<file path="config.mk">
export PLATFORM = sky130hd
export DESIGN_NAME = dev_irq_router
export DESIGN_NICKNAME = d
export VERILOG_FILES = /design/src/rtl/dev_irq_router.sv
export SDC_FILE = /design/constraint.sdc
export NUM_CORES = 1
export LEC_CHECK = 0
export BUFFER_PORTS_ARGS = -buffer_cell sky130_fd_sc_hd__buf_2
export CAP_MARGIN = 30
export CORE_ASPECT_RATIO = 0.8
export CORE_MARGIN = 4
export CORE_UTILIZATION = 45
export CTS_CLUSTER_SIZE = 25
export DETAILED_ROUTE_END_ITERATION = 7
export PLACE_DENSITY_LB_ADDON = 0.3
export RECOVER_POWER = 25
export SETUP_SLACK_MARGIN = 0.4
export SLEW_MARGIN = 0
export SYNTH_ARGS = -nofsm -noshare
export SYNTH_HDL_FRONTEND = slang
export SYNTH_SLANG_ARGS = --single-unit
</file>
<file path="constraint.sdc">
create_clock -name clk -period 10.5 [get_ports clk]
set_clock_uncertainty 0.1 [all_clocks]
set_input_delay 1.575 -clock clk [delete_from_list [all_inputs] [get_ports clk]]
set_output_delay 1.575 -clock clk [all_outputs]
set_load 0.005 [all_outputs]
</file>
<file path="src/rtl/dev_irq_router.sv">
module dev_irq_router #(
  parameter int NCPU = 4,
  parameter int NIRQ = 64,
  parameter int AW = 16,
  parameter logic [15:0] BASE = 16'h1000
) (
  input  logic            clk,
  input  logic            rst_n,
  input  logic            dev_set,
  input  logic            dev_clr,
  input  logic [$clog2(NIRQ)-1:0] dev_num,
  input  logic            reg_en,
  input  logic            reg_we,
  input  logic [AW-1:0]   reg_addr,
  input  logic [1:0]      reg_size,
  input  logic [NIRQ-1:0] reg_wdata,
  output logic [NIRQ-1:0] reg_rdata,
  output logic            reg_err,
  output logic            spurious,
  output logic [NCPU-1:0] cpu_irq
);
  localparam int OW = AW - 6;
  localparam logic [OW-1:0] RES_LO = OW'(NCPU);
  localparam logic [OW-1:0] RAW_OFS = OW'(2 * NCPU);

  logic [NIRQ-1:0] mask [NCPU];
  logic [NIRQ-1:0] raw;
  logic [NIRQ-1:0] rd_val;

  wire [AW-1:0] rel = reg_addr - AW'(BASE);
  wire [OW-1:0] ofs = rel[AW-1:6];
  wire full      = reg_size == 2'd3;
  wire hit_mask  = ofs < RES_LO;
  wire hit_ro    = (ofs >= RES_LO) && (ofs <= RAW_OFS);
  wire acc_ok    = reg_en && full && (hit_mask || (hit_ro && !reg_we));
  wire wr_mask   = acc_ok && reg_we;
  wire rd_ok     = acc_ok && !reg_we;

  wire [NIRQ-1:0] one  = {{(NIRQ-1){1'b0}}, 1'b1};
  wire [NIRQ-1:0] setv = dev_set ? (one << dev_num) : '0;
  wire [NIRQ-1:0] clrv = dev_clr ? (one << dev_num) : '0;
  wire spur_nxt = dev_clr && !dev_set && !raw[dev_num];

  always_comb begin
    rd_val = '0;
    for (int c = 0; c < NCPU; c++) begin
      if (ofs == OW'(c)) rd_val = mask[c];
      if (ofs == OW'(c + NCPU)) rd_val = mask[c] & raw;
    end
    if (ofs == RAW_OFS) rd_val = raw;
  end

  always_ff @(posedge clk) begin
    if (!rst_n) begin
      raw <= '0;
      reg_rdata <= '0;
      reg_err <= 1'b0;
      spurious <= 1'b0;
    end else begin
      raw <= (raw & ~clrv) | setv;
      reg_rdata <= rd_ok ? rd_val : '0;
      reg_err <= reg_en && !acc_ok;
      spurious <= spur_nxt;
    end
  end

  for (genvar c = 0; c < NCPU; c++) begin : g_cpu
    always_ff @(posedge clk) begin
      if (!rst_n) begin
        mask[c] <= '0;
        cpu_irq[c] <= 1'b0;
      end else begin
        if (wr_mask && ofs == OW'(c)) mask[c] <= reg_wdata;
        cpu_irq[c] <= |(mask[c] & raw);
      end
    end


    mask_zero_quiet_chk: assert property (@(posedge clk) disable iff (!rst_n)
      (reg_en && reg_we && full && rel[AW-1:6] == OW'(c) && reg_wdata == '0) |=> ##1 !cpu_irq[c]);
  end


  spurious_cause_chk: assert property (@(posedge clk) disable iff (!rst_n)
    spurious |-> $past(dev_clr && !dev_set));


  set_wins_chk: assert property (@(posedge clk) disable iff (!rst_n)
    (dev_set && dev_clr) |=> (raw[$past(dev_num)] && !spurious));


  ro_write_stable_chk: assert property (@(posedge clk) disable iff (!rst_n)
    (reg_en && reg_we && full && hit_ro && !dev_set && !dev_clr) |=> ($stable(raw) && reg_err));


  bad_size_chk: assert property (@(posedge clk) disable iff (!rst_n)
    (reg_en && reg_size != 2'd3) |=> (reg_err && reg_rdata == '0));
endmodule

</file>
==> metrics.txt <==
Post-Syn Area roughly 21,000 um2; share of layout cells above drive strength 1 0.152; multi-input logic area ~9400 um2; Die Width 248 um; dpl cell area 21,700 um2; sequential power share 0.505; via count 18,700; Die Y 200 um; final WL between 80,000 and 90,000 um; Peak Freq roughly 0.14 GHz; async set or reset register ratio after synthesis 0; worst-skew pair later-pin latency 0.59 ns; max-cap viol count 4; Seq cells post-synth 390; FILL cells a little over 4,000; Wirelength per Cell between 30 and 40 um; clock tree sinks 390; largest family of logic cells by synthesized area compound AO/OA/AOI/OAI gates; post-synthesis xor/xnor area fraction 0; initial DRC count approximately 3,200; # H-tree levels 2; Hold Crit Depth 2; Fin Setup TNS 0 ns; CTS resizes 0; syn_nets 2,179; fin area 23,000 um2; area added between synthesis and finish 11.1%; Worst setup EP type flop; CTS tree yes; Synth Flop Type edfxtp_1; Syn. warnings 0; Unique masters post-synth 70; vias in the first global route 17,500; mux share of post-synthesis cell area 0.0209; placed cell count 2,675; FF+latch area between 10,000 and 15,000 um2; Pleak about 7.7 nW; min Tclk post-route approximately 7.1 ns; reg2reg path depth 5; crit path DAT 7.25 ns; IO Pins around 160; Net Sw Power 0.866 mW; first-pass GRT wire length 120,000 um; Synth Area in Simple Gates 0.211; Synth Area in Compound Gates 0.221; final setup vio count 0; post-synthesis adder-cell area fraction 0; Synth Instances 2,085; DRC Markers 0; nets between 2,000 and 2,500; Power Dens Cells 151 nW/um2; Non-Filler Instances 2,750; Post-Syn Area per Cell around 10 um2; root buf cell clkbuf_16; row count 69; sw frac 0.250; crit path kind in2reg; largest net degree at the start of global routing 75; combinational share of power 0.070; clock power share 0.425; sequential share of the synthesized area 0.502; relative slew slack -1.03; Peak VDD IR 0.131 mV; Int Pwr 2.60 mW; failing checks max-capacitance violations, max-slew violations; status complete, but fails checks; HP Class reg2reg; EDFF count, synth around 260; Port Buffers 157; vias per cell 6.81; initial antenna violation count 4; Clock transition at path regs 0.06 ns; Final Max Tran Viols 122; total track usage 0.329; Die ar. 49,400 um2; gpl congestion about 1.1; postcts setup bufs 0; Req. time, crit path approximately 11 ns; Num CTS Buffers 39; Initial Util 0.460; Final Hold Fails 0; antenna-violating nets left 0; Post-CTS Hold Buffers 0; hpwl dp 56,100 um; Slew @ Worst Pin 3.05 ns; First-pass DRT Iterations 6; Clock Tree Buf Depth 3; CP Max Fanout 74; critical path startpoint category input pin; area of the core 44,900 um2; Period Utilization, post-route 0.677; RSZ-0062 raised after global routing false; GR Overflow Total 0
## cells in the mapped netlist, types with 6 or more instances
cell	n	area (um2)
clkbuf_2	18	90.1
nand2_1	116	435
a2bb2oi_1	15	131
buf_6	9	101
mux4_2	14	315
nand3_1	65	325
mux2i_1	6	60.1
buf_1	9	33.8
dfxtp_1	134	2680
nor3_2	29	290
a221oi_2	14	210
nand4_1	46	288
a221oi_1	28	245
a31oi_1	17	106
o21ai_0	142	711
o22ai_1	50	313
nor2_1	130	488
a22oi_1	87	653
buf_2	12	60.1
a211oi_2	15	188
o31ai_1	15	113
and3_1	7	43.8
nand3b_1	7	52.6
a21oi_1	150	751
nor2b_1	26	163
a22o_1	30	263
and2_1	259	1620
nand2b_1	41	257
o211ai_1	64	480
clkbuf_1	162	608
nor3_1	13	65.1
a21o_1	18	135
edfxtp_1	256	7690
a211oi_1	6	45.0
or2_2	11	68.8
## cells by family (layout without fill, tap and decap cells)
| family | Yosys count | count (layout) |
|---|---|---|
| other | 0 | 2 |
| buffers and inverters | 218 | 278 |
| muxes | 25 | 25 |
| DFF | 390 | 390 |
| AOI/OAI and AO/OA | 675 | 675 |
| and+or+nand+nor | 777 | 777 |
## power by group through the flow
stage / clock, mW / combinational, mW / sequential (mW)
detailed placement: 0 / 0.234 / 1.78
global placement: 0 / 0.226 / 1.77
finish: 1.47 / 0.242 / 1.75
global route: 1.54 / 0.255 / 1.75
CTS: 1.48 / 0.235 / 1.74
floorplan: 0 / 0.141 / 1.75
## sequential cells by signal (all words and copies together) (netlist names)
signal,cells
reg_err,1
reg_rdata,64
cpu_irq,4
raw,64
spurious,1
mask,256
## through the flow
stage               hold slack [ns]  utilization  setup slack [ns]  total power, mW
floorplan                     0.437            -              2.39             1.89
global placement              0.536        0.482              5.12             2.00
finish                        0.529        0.512              3.39             3.46
CTS                           0.543        0.513              5.70             3.46
detailed placement            0.518        0.484              5.10             2.01
global route                  0.593        0.511              3.06             3.54
## metal layers
layer / track usage / wire length [um] / vias to the layer above
met3: 0.108 / 13200 / 330
met2: 0.474 / 34300 / 1610
met4: 0.143 / 4470 / 2
li1: - / - / 7856
met1: 0.453 / 31100 / 8928
met5: 0 / 7 / -
## layout make-up
| type | instances | area share |
|---|---|---|
| well taps | 603 | 0.0329 |
| repair buffers | 200 | 0.0478 |
| inverters | 6 | 0.000981 |
| clock buffers | 54 | 0.0494 |
| flip-flops and latches | 390 | 0.452 |
| multi-input cells | 1477 | 0.409 |
| diodes | 2 | 0.000218 |
| clock inverters | 18 | 0.00812 |
## final timing paths
| path | from | to | slack [ns] |
|---|---|---|---|
| worst min register to register | mask[1][104]$_SDFFCE_PN0P_ | reg_rdata[40]$_SDFF_PN0_ | 0.53 |
| worst max register to register | raw[29]$_SDFF_PN0_ | cpu_irq[3]$_SDFF_PN0_ | 7.52 |
| worst min-delay path | mask[1][104]$_SDFFCE_PN0P_ | reg_rdata[40]$_SDFF_PN0_ | 0.53 |
| worst max-delay path | rst_n | mask[1][103]$_SDFFCE_PN0P_ | 3.39 |
## cell usage in the layout (no fill, tap or decap), types with 29 or more instances in the layout
cell type | Yosys | final
buf_2 | 12 | 108
o211ai_1 | 64 | 64
clkbuf_16 | 0 | 42
nand3_1 | 65 | 65
dfxtp_1 | 134 | 134
clkbuf_1 | 162 | 56
a21oi_1 | 150 | 150
nor3_2 | 29 | 29
nand2_1 | 116 | 116
buf_4 | 2 | 40
o21ai_0 | 142 | 141
nand2b_1 | 41 | 41
a22oi_1 | 87 | 87
a22o_1 | 30 | 30
edfxtp_1 | 256 | 256
o22ai_1 | 50 | 50
and2_1 | 259 | 259
nand4_1 | 46 | 46
nor2_1 | 130 | 130
## worst max-delay path, stage by stage
cell and delay, ns:
buf_2 0.08, clkbuf_1 2.11, o21ai_0 2.37, buf_16 0.67, buf_4 0.36
(Power assumes the default switching activity.)
